### config.mk
export PLATFORM = sky130hd
export DESIGN_NAME = uart_fifo_ctrl
export DESIGN_NICKNAME = d
export VERILOG_FILES = /design/src/rtl/uart_fifo_pkg.sv /design/src/rtl/fifo_cfg_reg.sv /design/src/rtl/byte_fifo.sv /design/src/rtl/trig_flag.sv /design/src/rtl/uart_fifo_ctrl.sv
export SDC_FILE = /design/constraint.sdc
export NUM_CORES = 1
export LEC_CHECK = 0
export ABC_AREA = 1
export BUFFER_PORTS_ARGS = -buffer_cell sky130_fd_sc_hd__buf_4
export CORE_MARGIN = 2
export CORE_UTILIZATION = 55
export DETAILED_ROUTE_END_ITERATION = 10
export MAX_ROUTING_LAYER = met4
export PLACE_DENSITY = 0.85
export SYNTH_ARGS = -nofsm -noshare
export SYNTH_HDL_FRONTEND = slang
export SYNTH_SLANG_ARGS = --single-unit
### constraint.sdc
create_clock -name clk -period 3.6 [get_ports clk]
set_clock_uncertainty 0.05 [all_clocks]
set_input_delay 0.9 -clock clk [delete_from_list [all_inputs] [get_ports clk]]
set_output_delay 0.9 -clock clk [all_outputs]
set_load 0.1 [all_outputs]
### src/rtl/uart_fifo_pkg.sv
package uart_fifo_pkg;

  typedef enum logic [1:0] {
    TRIG_1  = 2'b00,
    TRIG_4  = 2'b01,
    TRIG_8  = 2'b10,
    TRIG_12 = 2'b11
  } trig_sel_e;

  // Byte threshold for a level code: 1, then steps of four.
  function automatic int unsigned trig_bytes(trig_sel_e sel);
    return (sel == TRIG_1) ? 1 : 4 * int'(sel);
  endfunction

endpackage

### src/rtl/fifo_cfg_reg.sv
module fifo_cfg_reg
  import uart_fifo_pkg::*;
(
  input  logic       clk,
  input  logic       rst,
  input  logic       wr,
  input  logic [7:0] wdata,
  output logic       mode,
  output trig_sel_e  tx_sel,
  output trig_sel_e  rx_sel,
  output logic       rx_clr,
  output logic       tx_clr
);

  logic mode_chg;
  logic unused_bit3;

  assign unused_bit3 = wdata[3];

  // Clear strobes are decoded straight from the write, so no clear bit is ever stored.
  always_comb begin
    mode_chg = wr && (wdata[0] != mode);
    rx_clr   = mode_chg || (wr && wdata[0] && wdata[1]);
    tx_clr   = mode_chg || (wr && wdata[0] && wdata[2]);
  end

  always_ff @(posedge clk) begin
    if (rst) begin
      mode   <= 1'b0;
      tx_sel <= TRIG_1;
      rx_sel <= TRIG_1;
    end else if (wr) begin
      mode   <= wdata[0];
      tx_sel <= trig_sel_e'(wdata[5:4]);
      rx_sel <= trig_sel_e'(wdata[7:6]);
    end
  end

endmodule

### src/rtl/byte_fifo.sv
module byte_fifo #(
  parameter int DATA_W = 8,
  parameter int DEPTH  = 16
) (
  input  logic                       clk,
  input  logic                       rst,
  input  logic                       clr,
  input  logic                       deep,
  input  logic                       push,
  input  logic [DATA_W-1:0]          wdata,
  input  logic                       pop,
  output logic [DATA_W-1:0]          rdata,
  output logic [$clog2(DEPTH+1)-1:0] count,
  output logic                       full,
  output logic                       empty,
  output logic                       ovr
);

  localparam int AW = $clog2(DEPTH);
  localparam int CW = $clog2(DEPTH+1);

  logic [DATA_W-1:0] mem [DEPTH];
  logic [AW-1:0]     wr_ptr, rd_ptr;
  logic [CW-1:0]     cap, cnt_nxt;
  logic              pop_ok, push_ok;

  assign cap     = deep ? CW'(DEPTH) : CW'(1);
  assign pop_ok  = pop && !empty && !clr;
  assign push_ok = push && (!full || pop_ok) && !clr;

  always_comb begin
    if (clr)
      cnt_nxt = '0;
    else
      cnt_nxt = count + CW'(push_ok) - CW'(pop_ok);
  end

  // Storage array: no reset, one write port, registered read, so block RAM fits.
  always_ff @(posedge clk) begin
    if (push_ok) mem[wr_ptr] <= wdata;
  end

  always_ff @(posedge clk) begin
    if (rst)
      rdata <= '0;
    else if (pop_ok)
      rdata <= mem[rd_ptr];
  end

  always_ff @(posedge clk) begin
    if (rst || clr) begin
      wr_ptr <= '0;
      rd_ptr <= '0;
    end else begin
      if (push_ok) wr_ptr <= wr_ptr + AW'(1);
      if (pop_ok)  rd_ptr <= rd_ptr + AW'(1);
    end
  end

  always_ff @(posedge clk) begin
    if (rst) begin
      count <= '0;
      full  <= 1'b0;
      empty <= 1'b1;
      ovr   <= 1'b0;
    end else begin
      count <= cnt_nxt;
      full  <= (cnt_nxt == cap);
      empty <= (cnt_nxt == '0);
      ovr   <= push && !push_ok && !clr;
    end
  end

endmodule

### src/rtl/trig_flag.sv
module trig_flag
  import uart_fifo_pkg::*;
#(
  parameter int DEPTH = 16,
  parameter bit IS_TX = 1'b0
) (
  input  logic                       deep,
  input  trig_sel_e                  sel,
  input  logic [$clog2(DEPTH+1)-1:0] count,
  output logic                       flag
);

  localparam int CW = $clog2(DEPTH+1);

  logic [CW-1:0] lvl;
  assign lvl = CW'(trig_bytes(sel));

  generate
    if (IS_TX) begin : g_tx
      // Few enough bytes left to send; holding mode: register empty.
      assign flag = deep ? (count <= lvl) : (count == '0);
    end else begin : g_rx
      // Enough bytes waiting; holding mode: register occupied.
      assign flag = deep ? (count >= lvl) : (count != '0);
    end
  endgenerate

endmodule

### src/rtl/uart_fifo_ctrl.sv
module uart_fifo_ctrl
  import uart_fifo_pkg::*;
#(
  parameter int DATA_W = 8,
  parameter int DEPTH  = 16
) (
  input  logic                       clk,
  input  logic                       rst,
  input  logic                       cfg_wr,
  input  logic [7:0]                 cfg_wdata,
  input  logic                       tx_push,
  input  logic [DATA_W-1:0]          tx_wdata,
  input  logic                       tx_pop,
  output logic [DATA_W-1:0]          tx_rdata,
  output logic [$clog2(DEPTH+1)-1:0] tx_count,
  output logic                       tx_full,
  output logic                       tx_empty,
  output logic                       tx_ovr,
  output logic                       tx_trig,
  input  logic                       rx_push,
  input  logic [DATA_W-1:0]          rx_wdata,
  input  logic                       rx_pop,
  output logic [DATA_W-1:0]          rx_rdata,
  output logic [$clog2(DEPTH+1)-1:0] rx_count,
  output logic                       rx_full,
  output logic                       rx_empty,
  output logic                       rx_ovr,
  output logic                       rx_trig,
  output logic                       fifo_mode
);

  trig_sel_e tx_sel, rx_sel;
  logic      tx_clr, rx_clr;

  fifo_cfg_reg u_cfg (
    .clk    (clk),
    .rst    (rst),
    .wr     (cfg_wr),
    .wdata  (cfg_wdata),
    .mode   (fifo_mode),
    .tx_sel (tx_sel),
    .rx_sel (rx_sel),
    .rx_clr (rx_clr),
    .tx_clr (tx_clr)
  );

  byte_fifo #(.DATA_W(DATA_W), .DEPTH(DEPTH)) u_tx_q (
    .clk   (clk),
    .rst   (rst),
    .clr   (tx_clr),
    .deep  (fifo_mode),
    .push  (tx_push),
    .wdata (tx_wdata),
    .pop   (tx_pop),
    .rdata (tx_rdata),
    .count (tx_count),
    .full  (tx_full),
    .empty (tx_empty),
    .ovr   (tx_ovr)
  );

  byte_fifo #(.DATA_W(DATA_W), .DEPTH(DEPTH)) u_rx_q (
    .clk   (clk),
    .rst   (rst),
    .clr   (rx_clr),
    .deep  (fifo_mode),
    .push  (rx_push),
    .wdata (rx_wdata),
    .pop   (rx_pop),
    .rdata (rx_rdata),
    .count (rx_count),
    .full  (rx_full),
    .empty (rx_empty),
    .ovr   (rx_ovr)
  );

  trig_flag #(.DEPTH(DEPTH), .IS_TX(1'b1)) u_tx_trig (
    .deep  (fifo_mode),
    .sel   (tx_sel),
    .count (tx_count),
    .flag  (tx_trig)
  );

  trig_flag #(.DEPTH(DEPTH), .IS_TX(1'b0)) u_rx_trig (
    .deep  (fifo_mode),
    .sel   (rx_sel),
    .count (rx_count),
    .flag  (rx_trig)
  );

endmodule

; Word-level counts from Yosys, hierarchy flattened
; Memories as Yosys holds them, arrays and structs flattened. A register that Yosys moved wholly into a read port is not among the register bits.
; Cells that the tools add are included.
[totals]
regBits = 37
mem_bits_rw = 256
in_bits = 31
output_inout_bits = 35
elab_cells = 77
memories = 2
[classes]
addsub = 8
order_cmp = 2
n_eq_ne = 3
n_mux = 11
reduce_logical = 36
[mem_list]
columns = name, words, width, rd, rd_ports_with_merged_regs, wr, line
row1 = u_rx_q.mem, 16, 8, 1, 1, 1, byte_fifo.sv:22  ; logic [DATA_W-1:0] mem [DEPTH];
row2 = u_tx_q.mem, 16, 8, 1, 1, 1, byte_fifo.sv:22
[ops]
columns = op, count
row1 = 4-bit by 1-bit adder with 4-bit output (second input constant), 4
row2 = 1-bit logical AND, 16
row3 = 5-bit logical NOT, 3
row4 = 5-bit two-way mux, 3
row5 = 5-bit by 1-bit adder with 5-bit output, 2
row6 = 5-bit == test, 2
row7 = 5-bit by 1-bit subtractor with 5-bit output, 2
row8 = 1-bit logical NOT, 8
row9 = 4-bit two-way mux, 2
row10 = 1-bit logical OR, 6
row11 = 1-bit two-way mux, 6
row12 = 5-bit >= comparator, 1
row13 = 5-bit less-or-equal comparator, 1
row14 = 5-bit nonzero test, 1
row15 = 2-bit logical NOT, 2
row16 = 1-bit != test, 1

; Longest topological paths before layout
[logic_depth]
ltp_word = 12
depth_mapped = 18
mapped_depth_nobuf = 17

; Modules after synthesis
; Synthesis repeated with hierarchy kept, for this count alone.
[hier_totals]
cells_unflattened = 1431
area_unflattened_um2 = 13773.2
[modules_own_cells]
columns = module, n_inst, cells_each, area_each_um2, seq_area_each_um2
row1 = byte_fifo at u_rx_q, 1, 673, 6650.1, 4324.1
row2 = byte_fifo at u_tx_q, 1, 674, 6647.6, 4324.1
row3 = fifo_cfg_reg, 1, 32, 210.2, 100.1
row4 = trig_flag at u_tx_trig, 1, 29, 146.4, 0.0
row5 = trig_flag at u_rx_trig, 1, 23, 118.9, 0.0

; Worst setup path before layout
; OpenSTA, ideal clock, no wires.
[synth_path]
path_kind = reg2out
from = register u_rx_q.count[0]
to = output port rx_trig
t_arrival_ns = 3.187
required_time_ns = 2.650
slack_ns = -0.537
path_stages_with_launch = 7
n_path_buf = 0
cell_sequence = dfxtp_1 -> inv_1 -> ha_1 -> nor2_1 -> a21boi_0 -> o21ai_0 -> a21oi_1
[synth_between]
elab_chain_len = 2
elab_cells_between_ends = 3
cone_classes = 1 x order compare / 1 x mux / 1 x reduce/logical
[synth_rtl]
columns = element, line
row1 = start: declaration, byte_fifo.sv:13  ; output logic [$clog2(DEPTH+1)-1:0] count,
row2 = start signal: assignment, byte_fifo.sv:67  ; count <= cnt_nxt;
row3 = 5-bit >= comparator or 5-bit nonzero test (tied branches), trig_flag.sv:24  ; assign flag = deep ? (count >= lvl) : (count != '0);
row4 = 1-bit two-way mux *, trig_flag.sv:24
row5 = end: declaration, uart_fifo_ctrl.sv:28  ; output logic rx_trig,
; Mark *: on every way between the ends. The rest lies on a longest branch, timed or not.

; Worst setup path after layout
[layout_path]
from = register u_tx_q.count[2]
to = output port tx_trig
[layout_between]
elab_chain_len = 2
elab_cells_between_ends = 3
cone_classes = 1 x order compare / 1 x mux / 1 x reduce/logical
[layout_rtl]
columns = element, line
row1 = start: declaration, byte_fifo.sv:13
row2 = start signal: assignment, byte_fifo.sv:67
row3 = 5-bit less-or-equal comparator or 5-bit logical NOT (tied branches), trig_flag.sv:21  ; assign flag = deep ? (count <= lvl) : (count == '0);
row4 = 1-bit two-way mux *, trig_flag.sv:21
row5 = end: declaration, uart_fifo_ctrl.sv:19  ; output logic tx_trig,
; Marked as above.

==> impl_metrics.json <==
{
  "cts_resized": 0,
  "dp_hpwl_um": 19300,
  "cts_root_buf": "clkbuf_16",
  "postRouteAntennaNets": 0,
  "finalSetupViolCount": 0,
  "worstSetupEndpointType": "output port",
  "clkPwrFrac": 0.334,
  "fin_setup_tns_ns": 0,
  "final_common_cell": "nand2_1",
  "worstMarginPinSlew_ns": 1.22,
  "rows": 57,
  "drv_cap": 0,
  "cts_made_buffers": 30,
  "clock_path_buffers": 3,
  "hold_viol": 0,
  "pwr-share-seq": 0.422,
  "die_h_um": 162,
  "crit_fanout": 4,
  "synth_seq_cells": 309,
  "clk_latency_ns": 0.55,
  "synth_edf_count": 256,
  "grt_usage": 0.249,
  "clkTransAtPathRegs_ns": 0.06,
  "startpoint": "u_tx_q.count[2]$_SDFF_PP0_",
  "start_util": 0.563,
  "post_cts_buffers": 0,
  "netlist_instances": 1415,
  "clock-sinks": 309,
  "regToRegStartpoint": "u_cfg.mode$_SDFFE_PP0P_",
  "layout.nets": 1540,
  "worstPathArrival_ns": 2.08,
  "worst_ep_required_time_ns": 2.65,
  "r2r_end": "u_rx_q.full$_SDFF_PP0_",
  "grt_max_degree": 68,
  "synth_cell_types": 34,
  "port_buffers": 64,
  "drtIter0Drc": 1117,
  "critPathLaunchType": "register",
  "ios": 66,
  "status": "finished, final reports clean",
  "swShare": 0.329,
  "rsz0062_at_grt": "no",
  "core_area_um2": 24500,
  "htreeDepth": 1,
  "grt.overflow.total": 0,
  "die_area_um2": 26300,
  "syn_area_um2": 13800,
  "num_antenna_cells": 0,
  "relSlewSlack": 0.188,
  "drt-total-wl_um": 31800,
  "fin_crit_ns": 3.03,
  "first_pass_iters": 8,
  "regToRegSetupSlack_ns": 0.60,
  "p_per_area_nw_per_um2": 622,
  "die_w_um": 162,
  "peakVddDrop_v": 0.000568,
  "grt_pass1_wl_um": 50000,
  "path_class": "reg -> out",
  "p_leak_nw": 6.64,
  "hp-class": "reg -> reg",
  "cp-endpoint": "tx_trig",
  "fill_cells": 1805,
  "syn_area_per_cell_um2": 9.74,
  "grt_pass1_vias": 9847,
  "period_share": 0.840,
  "final_util": 0.638,
  "routedWlPerCell_um": 17.4,
  "ys_warn_count": 0,
  "seq_area_frac_synth": 0.635,
  "remaining_drc_errors": 0,
  "drv_slew": 0,
  "ys.flop_type": "edfxtp_1",
  "r2r.worst_path.cells": 14,
  "area_growth_pct": 13.2,
  "place.gp.congestion": 0.884,
  "viasPerCell": 5.44,
  "antenna_found_initial": 0,
  "syn_nets": 1476,
  "switchingPower_mw": 3.19,
  "drive_above_1_share": 0.118,
  "cts_tree": "yes",
  "layout_common_cells": "nand2_1, edfxtp_1, nand3_1, inv_1, buf_4",
  "p_int_mw": 6.52,
  "holdPathStages": 2,
  "seqCellArea_um2": 8750,
  "vias": 9935,
  "cts_hold_buf": 0,
  "multi_input_area_um2": 3980,
  "p_comb_frac": 0.244,
  "async_flop_share": 0,
  "fmax_ghz": 0.331
}
[through the flow]
stage	hold WS (ns)	cells	power, mW	cell area [µm²]	worst slack [ns]
2_1_floorplan	0.402	1415	5.95	13800	0.00409
3_3_place_gp	0.418	1771	6.43	14600	0.197
3_5_place_dp	0.422	1771	6.50	14600	0.143
4_1_cts	0.430	1827	9.71	15600	0.604
5_1_grt	0.455	1827	10.1	15600	0.362
6_report	0.429	1827	9.71	15600	0.575
[routing by layer]
layer,up-vias,GRT usage,part of all wire
li1,4696,-,-
met1,4685,0.300,0.38
met2,444,0.432,0.51
met3,110,0.0289,0.068
met4,0,0.0981,0.045
met5,-,-,0
[cells by family (layout without fill, tap and decap cells)]
family	count (synthesis)	in the layout	share of synthesized area
fa+ha+maj	30	30	0.0283
compound gates	43	43	0.0202
xor+xnor	10	10	0.00636
flops	309	309	0.635
simple gates	765	765	0.234
buf+inv	258	346	0.0767
[worst max-delay path: stages (launching register included)]
cell      delay, ns
dfxtp_1        0.43
ha_1           0.29
a21oi_1        0.16
o21bai_1       0.08
nand2_1        0.08
nand2_1        0.06
a21oi_2        0.12
buf_4          0.29
[registers in the layout, indices dropped and copies added, names as in the netlist]
signal	flops
u_rx_q.mem	128
u_tx_q.mem	128
u_rx_q.rdata	8
u_tx_q.rdata	8
u_rx_q.count	5
u_tx_q.count	5
u_rx_q.rd_ptr	4
u_rx_q.wr_ptr	4
u_tx_q.rd_ptr	4
u_tx_q.wr_ptr	4
u_cfg.rx_sel	2
u_cfg.tx_sel	2
u_cfg.mode	1
u_rx_q.empty	1
u_rx_q.full	1
u_rx_q.ovr	1
u_tx_q.empty	1
u_tx_q.full	1
u_tx_q.ovr	1
[power groups by stage]
stage                     Sequential [mW]  Combinational [mW]  Clock [mW]
after CTS                            4.10                2.35        3.26
after floorplan                      4.75                1.20           0
after global placement               4.17                2.26           0
final                                4.10                2.37        3.24
after detailed placement             4.17                2.33           0
after global routing                 4.11                2.56        3.40
[how the worst min path moves through the flow]
stage                                  from                            to  slack, ns
3_5_place_dp   u_cfg.tx_sel[0]$_SDFFE_PP0P_  u_cfg.tx_sel[0]$_SDFFE_PP0P_       0.42
2_1_floorplan  u_cfg.rx_sel[0]$_SDFFE_PP0P_  u_cfg.rx_sel[0]$_SDFFE_PP0P_       0.40
6_report       u_cfg.tx_sel[0]$_SDFFE_PP0P_  u_cfg.tx_sel[0]$_SDFFE_PP0P_       0.43
3_3_place_gp   u_cfg.rx_sel[0]$_SDFFE_PP0P_  u_cfg.rx_sel[0]$_SDFFE_PP0P_       0.42
4_1_cts        u_cfg.tx_sel[0]$_SDFFE_PP0P_  u_cfg.tx_sel[0]$_SDFFE_PP0P_       0.43
5_1_grt        u_cfg.tx_sel[1]$_SDFFE_PP0P_  u_cfg.tx_sel[1]$_SDFFE_PP0P_       0.46
[cell type report]
type | count | area share
flip-flops and latches | 309 | 0.561
multi-input cells | 848 | 0.255
clock buffers | 41 | 0.0534
inverters | 202 | 0.0491
repair buffers | 88 | 0.0432
well taps | 324 | 0.0260
clock inverters | 15 | 0.0121
[Yosys cell counts, types with 2 or more instances]
cell type  count  area (µm²)
o21ai_0       12        60.1
buf_12         2        40.0
nand2_1      457        1720
nor2_2        20         125
nand3_1      196         981
clkbuf_1      16        60.1
fa_1           2        40.0
xnor2_1        2        17.5
inv_1        190         713
ha_1          28         350
buf_6          2        22.5
nand2_2        3        18.8
edfxtp_1     256        7690
nor3_1         2        10.0
xor2_1         8        70.1
dfxtp_1       53        1060
buf_1          9        33.8
nand3b_1       2        15.0
o21ai_4        2        32.5
nand2_4        2        22.5
buf_2         27         135
clkinv_1       4        15.0
o211ai_4       2        42.5
nor2_1        77         289
inv_2          6        22.5
a21oi_1       24         120
nand4_1        4        25.0
Note: power is estimated with default switching activity, not from simulation.
